## src/rtl/hz_pkg.sv

```systemverilog
package hz_pkg;

   typedef enum logic [1:0] {
      SRC_RF = 2'b00,
      SRC_XM = 2'b01,
      SRC_MW = 2'b10
   } byp_src_e;

   localparam int unsigned N_DEC_SRC = 2;
   localparam int unsigned N_CNT     = 3;

endpackage

```

## src/rtl/hz_byp_pick.sv

```systemverilog
module hz_byp_pick
   import hz_pkg::*;
#(
   parameter int unsigned REG_AW = 5
) (
   input  logic              fwd_en,
   input  logic [REG_AW-1:0] src,
   input  logic [REG_AW-1:0] xm_rd,
   input  logic              xm_we,
   input  logic              xm_load,
   input  logic [REG_AW-1:0] mw_rd,
   input  logic              mw_we,
   output byp_src_e          sel
);

   logic src_live;
   logic hit_xm;
   logic hit_mw;

   always_comb begin
      src_live = (src != '0);
      hit_xm   = fwd_en && src_live && xm_we && !xm_load && (xm_rd == src);
      hit_mw   = fwd_en && src_live && mw_we && (mw_rd == src);
      if (hit_xm)
         sel = SRC_XM;
      else if (hit_mw)
         sel = SRC_MW;
      else
         sel = SRC_RF;
   end

endmodule

```

## src/rtl/hz_stall_det.sv

```systemverilog
module hz_stall_det
   import hz_pkg::*;
#(
   parameter int unsigned REG_AW = 5
) (
   input  logic              fwd_en,
   input  logic [REG_AW-1:0] id_rs1,
   input  logic [REG_AW-1:0] id_rs2,
   input  logic              id_use1,
   input  logic              id_use2,
   input  logic              id_is_store,
   input  logic [REG_AW-1:0] dx_rd,
   input  logic              dx_we,
   input  logic              dx_load,
   input  logic [REG_AW-1:0] xm_rd,
   input  logic              xm_we,
   output logic              stall_req
);

   logic [REG_AW-1:0]    src    [N_DEC_SRC];
   logic [N_DEC_SRC-1:0] used;
   logic [N_DEC_SRC-1:0] exempt;
   logic [N_DEC_SRC-1:0] need;

   assign src[0]    = id_rs1;
   assign src[1]    = id_rs2;
   assign used      = {id_use2, id_use1};
   // store data is fixed up later by the memory-stage bypass
   assign exempt    = {id_is_store, 1'b0};

   for (genvar g = 0; g < N_DEC_SRC; g++) begin : g_src
      logic live;
      logic dx_hit;
      logic xm_hit;
      always_comb begin
         live   = used[g] && (src[g] != '0);
         dx_hit = dx_we && (dx_rd == src[g]);
         xm_hit = xm_we && (xm_rd == src[g]);
         if (fwd_en)
            need[g] = live && dx_hit && dx_load && !exempt[g];
         else
            need[g] = live && (dx_hit || xm_hit);
      end
   end

   assign stall_req = |need;

endmodule

```

## src/rtl/hz_counters.sv

```systemverilog
module hz_counters
   import hz_pkg::*;
#(
   parameter int unsigned CNT_W       = 32,
   parameter int unsigned FLUSH_SLOTS = 2
) (
   input  logic             clk,
   input  logic             rst,
   input  logic             retire,
   input  logic             stall,
   input  logic             flush,
   output logic [CNT_W-1:0] cyc_cnt,
   output logic [CNT_W-1:0] ret_cnt,
   output logic [CNT_W-1:0] bub_cnt
);

   localparam int unsigned STEP_W = $clog2(FLUSH_SLOTS + 1);

   logic [STEP_W-1:0] step [N_CNT];
   logic [CNT_W-1:0]  cnt  [N_CNT];

   always_comb begin
      step[0] = STEP_W'(1);
      step[1] = STEP_W'(retire);
      if (flush)
         step[2] = STEP_W'(FLUSH_SLOTS);
      else if (stall)
         step[2] = STEP_W'(1);
      else
         step[2] = '0;
   end

   for (genvar g = 0; g < N_CNT; g++) begin : g_cnt
      always_ff @(posedge clk) begin
         if (rst)
            cnt[g] <= '0;
         else
            cnt[g] <= cnt[g] + CNT_W'(step[g]);
      end
   end

   assign cyc_cnt = cnt[0];
   assign ret_cnt = cnt[1];
   assign bub_cnt = cnt[2];

endmodule

```

## src/rtl/pipe_hazard_ctrl.sv

```systemverilog
module pipe_hazard_ctrl
   import hz_pkg::*;
#(
   parameter int unsigned REG_AW  = 5,
   parameter int unsigned CNT_W   = 32,
   parameter bit          HAS_M2M = 1'b1
) (
   input  logic              clk,
   input  logic              rst,
   input  logic              fwd_en,
   input  logic [REG_AW-1:0] id_rs1,
   input  logic [REG_AW-1:0] id_rs2,
   input  logic              id_use1,
   input  logic              id_use2,
   input  logic              id_is_store,
   input  logic [REG_AW-1:0] dx_rd,
   input  logic              dx_we,
   input  logic              dx_load,
   input  logic [REG_AW-1:0] dx_rs1,
   input  logic [REG_AW-1:0] dx_rs2,
   input  logic [REG_AW-1:0] xm_rd,
   input  logic              xm_we,
   input  logic              xm_load,
   input  logic              xm_store,
   input  logic [REG_AW-1:0] xm_rs2,
   input  logic [REG_AW-1:0] mw_rd,
   input  logic              mw_we,
   input  logic              mw_load,
   input  logic              mw_valid,
   input  logic              ex_mispredict,
   output logic [1:0]        fwd_a,
   output logic [1:0]        fwd_b,
   output logic              st_data_byp,
   output logic              hold_front,
   output logic              insert_bubble,
   output logic              kill_ifid,
   output logic              kill_idex,
   output logic [CNT_W-1:0]  cyc_cnt,
   output logic [CNT_W-1:0]  ret_cnt,
   output logic [CNT_W-1:0]  bub_cnt
);

   localparam int unsigned FLUSH_SLOTS = 2;

   initial begin
      if (REG_AW < 1 || REG_AW > 8)
         $fatal(1, "pipe_hazard_ctrl: REG_AW out of range");
      if (CNT_W < 4)
         $fatal(1, "pipe_hazard_ctrl: CNT_W too small");
   end

   // execute-stage operand selects
   logic [REG_AW-1:0] ex_src [N_DEC_SRC];
   byp_src_e          ex_sel [N_DEC_SRC];

   assign ex_src[0] = dx_rs1;
   assign ex_src[1] = dx_rs2;

   for (genvar g = 0; g < N_DEC_SRC; g++) begin : g_byp
      hz_byp_pick #(.REG_AW(REG_AW)) u_pick (
         .fwd_en  (fwd_en),
         .src     (ex_src[g]),
         .xm_rd   (xm_rd),
         .xm_we   (xm_we),
         .xm_load (xm_load),
         .mw_rd   (mw_rd),
         .mw_we   (mw_we),
         .sel     (ex_sel[g])
      );
   end

   assign fwd_a = ex_sel[0];
   assign fwd_b = ex_sel[1];

   // memory-stage store-data bypass
   if (HAS_M2M) begin : g_m2m
      assign st_data_byp = fwd_en && xm_store && mw_we && mw_load &&
                           (xm_rs2 != '0) && (xm_rs2 == mw_rd);
   end else begin : g_no_m2m
      assign st_data_byp = 1'b0;
   end

   // interlock
   logic stall_req;

   hz_stall_det #(.REG_AW(REG_AW)) u_stall (
      .fwd_en      (fwd_en),
      .id_rs1      (id_rs1),
      .id_rs2      (id_rs2),
      .id_use1     (id_use1),
      .id_use2     (id_use2),
      .id_is_store (HAS_M2M ? id_is_store : 1'b0),
      .dx_rd       (dx_rd),
      .dx_we       (dx_we),
      .dx_load     (dx_load),
      .xm_rd       (xm_rd),
      .xm_we       (xm_we),
      .stall_req   (stall_req)
   );

   // a wrong-path instruction is never worth waiting for
   assign hold_front    = stall_req && !ex_mispredict;
   assign insert_bubble = hold_front;
   assign kill_ifid     = ex_mispredict;
   assign kill_idex     = ex_mispredict;

   hz_counters #(.CNT_W(CNT_W), .FLUSH_SLOTS(FLUSH_SLOTS)) u_cnt (
      .clk     (clk),
      .rst     (rst),
      .retire  (mw_valid),
      .stall   (hold_front),
      .flush   (ex_mispredict),
      .cyc_cnt (cyc_cnt),
      .ret_cnt (ret_cnt),
      .bub_cnt (bub_cnt)
   );

endmodule

```

## config.mk

```make
export PLATFORM = sky130hd
export DESIGN_NAME = pipe_hazard_ctrl
export DESIGN_NICKNAME = d
export VERILOG_FILES = /design/src/rtl/hz_pkg.sv /design/src/rtl/hz_byp_pick.sv /design/src/rtl/hz_stall_det.sv /design/src/rtl/hz_counters.sv /design/src/rtl/pipe_hazard_ctrl.sv
export SDC_FILE = /design/constraint.sdc
export NUM_CORES = 1
export LEC_CHECK = 0
export BUFFER_PORTS_ARGS = -buffer_cell sky130_fd_sc_hd__buf_2
export CAP_MARGIN = 0
export CORE_ASPECT_RATIO = 0.75
export CORE_UTILIZATION = 47
export DETAILED_ROUTE_END_ITERATION = 8
export GPL_ROUTABILITY_DRIVEN = 1
export PLACE_DENSITY = 0.77
export SLEW_MARGIN = 20
export SYNTH_ARGS = -nofsm -noshare
export SYNTH_HDL_FRONTEND = slang
export SYNTH_HIERARCHICAL = 1
export SYNTH_SLANG_ARGS = --single-unit
```

## constraint.sdc

```tcl
create_clock -name clk -period 3.4 [get_ports clk]
set_input_delay 0.68 -clock clk [delete_from_list [all_inputs] [get_ports clk]]
set_output_delay 0.68 -clock clk [all_outputs]
set_load 0.03 [all_outputs]
```

==> results.tsv <==
stage	metric	value	unit
floorplan	Std-Cell Core Area	0.0105	mm^2
floorplan	full die area	0.0116	mm^2
critical_path	worst endpoint required time	3670	ps
route	DRT Wirelength	14500	um
critical_path	CP Capture Type	flop	
critical_path	RR Startpoint	u_cnt/cnt[1][0]	
global_routing	first-pass GRT wire length	22900	um
route	WL/cell	15.8	um
timing	max-slew violation count	0	
place	port bufs	159	
synth	Post-synth top flop	dfxtp_1	
global_routing	vias in the first global route	4874	
final_layout	NumNets Final	838	
critical_path	worst-path fanout max	7	
global_routing	largest net degree at the start of global routing	106	
route	routed vias/inst	5.86	
floorplan	floorplan die height	93.4	um
synth	EDFF count, synth	0	
clocking	clock tree sinks	96	
global_routing	GR Util met1	31.5	%
timing	maximum clock rate	0.302	GHz
synth	Synthesized Nets	675	
synth	Synth top cells by count	dfxtp_1, a21oi_1, nor2_1, xor2_1, or4_1	
hold_path	Hold Path Origin	u_cnt/cnt[2][31]	
clocking	CTS Buffer Depth	2	
route	Antenna Violating Nets Remaining	0	
global_routing	M3 GR Usage	6.83	%
clocking	Clock transition at path regs	70	ps
global_routing	All-Layer GR Usage	24.8	%
clocking	H-tree depth	3	
global_routing	busiest grt layer	met2	
synth	count leader, synth	dfxtp_1	
timing	Final min period	3310	ps
clocking	Clock Latency Late Sink	340	ps
clocking	CTS tree	yes	
timing	Worst-Margin Slew	558	ps
synth	Yosys reg bits	96	
final_layout	share of cells above drive strength 1	30.0	%
timing	endpoints failing setup	0	
route	Pre-antenna DRT Iters	5	
synth	post-synth top area cell	dfxtp_1	
synth	Syn Area/Cell	8.52	um^2
global_routing	global-route track usage on met2	40.6	%
synth	Synth cell types	45	
synth	top cells by area, synth	dfxtp_1, xor2_1, xnor2_1	
synth	Syn. warnings	6	
synth	Synth top area share	36.7	%
flow_run	Max Cap Viol	0	
synth	mapped cell area	0.00523	mm^2
critical_path	WS Path Type	primary input to flop	
floorplan	placement row count	32	
global_routing	antenna violations before repair	0	
final_layout	Area Overhead vs Synth	26.9	%
power_and_ir_drop	total power draw	2.37	mW
synth	Post-Syn Instances	614	
clocking	cts bufs inserted	9	
critical_path	Startpoint Class	primary input	
timing	Final Cycle Share	97.3	%
power_and_ir_drop	Pleak	2.61	nW
floorplan	die width	124	um
final_layout	largest registers	u_cnt/cnt (96)	
timing	hold slack final	486	ps
synth	ys async rst share	0	%
run_status	outcome	completed	
final_layout	Biggest register	u_cnt/cnt	
power_and_ir_drop	VDD IR-drop max	310	uV
place	placed cell areas	0.00625	mm^2
clocking	clock root buffer	clkbuf_16	
timing	post-route setup TNS	0	ps
power_and_ir_drop	P per Cell Area	357	mW/mm^2
hold_path	Hold Crit Class	flop to flop	
floorplan	initial cell density of the core	49.7	%
timing	Max-slew headroom	62.7	%
synth	sequential share of the synthesized area	36.7	%
timing	clock skew	8.64	ps
critical_path	Worst Path Arrival	3570	ps
place	hpwl dp	10200	um
timing	Hold Fails Final Rpt	0	
final_layout	Final Cell Area	0.00664	mm^2
global_routing	gr ovfl total	0	
final_layout	filler cell count	913	
final_layout	# diodes	0	
route	Initial DRC Count	307	
critical_path	Setup crit start	id_rs1[4]	
floorplan	I/O Pins	160	
route	drc violations	0	
place	routability cong.	0.879	
final_layout	post-layout util	63.0	%
final_layout	max reg flops	96	
route	Vias	5375	
-- kinds of logic (layout without fill, tap and decap cells) --
logic type / Yosys count / count (layout) / synth area share [%]
DFF: 96 / 96 / 36.7
AOI/OAI and AO/OA: 105 / 105 / 12.3
and+or+nand+nor: 277 / 278 / 31.0
xor gates and xnor gates: 77 / 77 / 12.9
buffers and inverters: 45 / 211 / 3.76
adders and majority gates: 6 / 6 / 1.58
muxes: 8 / 8 / 1.72
-- power breakdown --
| group | internal, mW | leakage (nW) | switching [mW] |
|---|---|---|---|
| logic | 0.0899 | 1.69 | 0.122 |
| clock network | 0.589 | 0.142 | 0.427 |
| registers | 1.13 | 0.774 | 0.0111 |
-- placed cells by master, fill, tap and decap left out, types with 4 or more instances in the layout --
| master | n |
|---|---|
| a21oi_1 | 46 |
| and2_1 | 4 |
| and3_1 | 8 |
| and4_1 | 10 |
| buf_2 | 159 |
| buf_4 | 21 |
| clkbuf_16 | 9 |
| dfxtp_1 | 96 |
| ha_1 | 4 |
| inv_1 | 15 |
| mux2_2 | 7 |
| nand2_1 | 33 |
| nand3_1 | 30 |
| nand4_1 | 30 |
| nor2_1 | 47 |
| nor2b_1 | 14 |
| nor3_1 | 11 |
| nor4_1 | 15 |
| o21ai_0 | 18 |
| o31ai_1 | 29 |
| or3_1 | 15 |
| or4_1 | 34 |
| xnor2_1 | 33 |
| xor2_1 | 44 |
-- what timing repair did --
| action | CTS | global route |
|---|---|---|
| pin swaps | 0 | 6 |
| setup buffers | 0 | 2 |
| endpoints found under the setup margin | 7 | 9 |
| gates cloned | 0 | 1 |
| hold buffers | 0 | 0 |
| gates resized for setup | 1 | 11 |
-- worst paths after layout --
kind                 endpoint  slack, ps  cells past startpoint
min reg2reg  u_cnt/cnt[2][31]        490                      2
max reg2reg  u_cnt/cnt[1][28]        920                      6
min          u_cnt/cnt[2][31]        490                      2
max          u_cnt/cnt[2][24]         90                     14
-- worst max-delay path, cell delays in order --
cell and delay (ps):
buf_2 120, xor2_1 160, nor4_1 370, a32oi_1 140, o22ai_2 170, nor2b_4 170
nor2b_4 160, ha_4 140, inv_1 50, fa_2 380, nor2b_4 180, nand3_2 170
or4_1 520, a21oi_1 150
-- metrics by stage --
| step | setup slack (ps) | instances |
|---|---|---|
| 2_1_floorplan | -175 | 614 |
| 3_5_place_dp | -402 | 899 |
| 5_1_grt | -20.6 | 917 |
| 6_report | 92.4 | 917 |
| 3_3_place_gp | -296 | 899 |
| 4_1_cts | 28.5 | 914 |
-- final cells by class --
| type | count | area, um^2 | area share (%) |
|---|---|---|---|
| flip-flops and latches | 96 | 1920 | 29.0 |
| clock inverters | 4 | 55.1 | 0.830 |
| multi-input cells | 474 | 3220 | 48.5 |
| inverters | 15 | 56.3 | 0.848 |
| repair buffers | 181 | 973 | 14.7 |
| clock buffers | 11 | 243 | 3.66 |
| well taps | 136 | 170 | 2.56 |
-- metal layers --
| layer | vias to the layer above | routed length [um] | part of all wire (%) |
|---|---|---|---|
| met3 | 16 | 1170 | 8.1 |
| li1 | 2595 | - | - |
| met5 | - | 0 | 0 |
| met2 | 223 | 6810 | 47 |
| met1 | 2541 | 6340 | 44 |
| met4 | 0 | 140 | 0.97 |
Note: power is estimated with default switching activity, not from simulation.
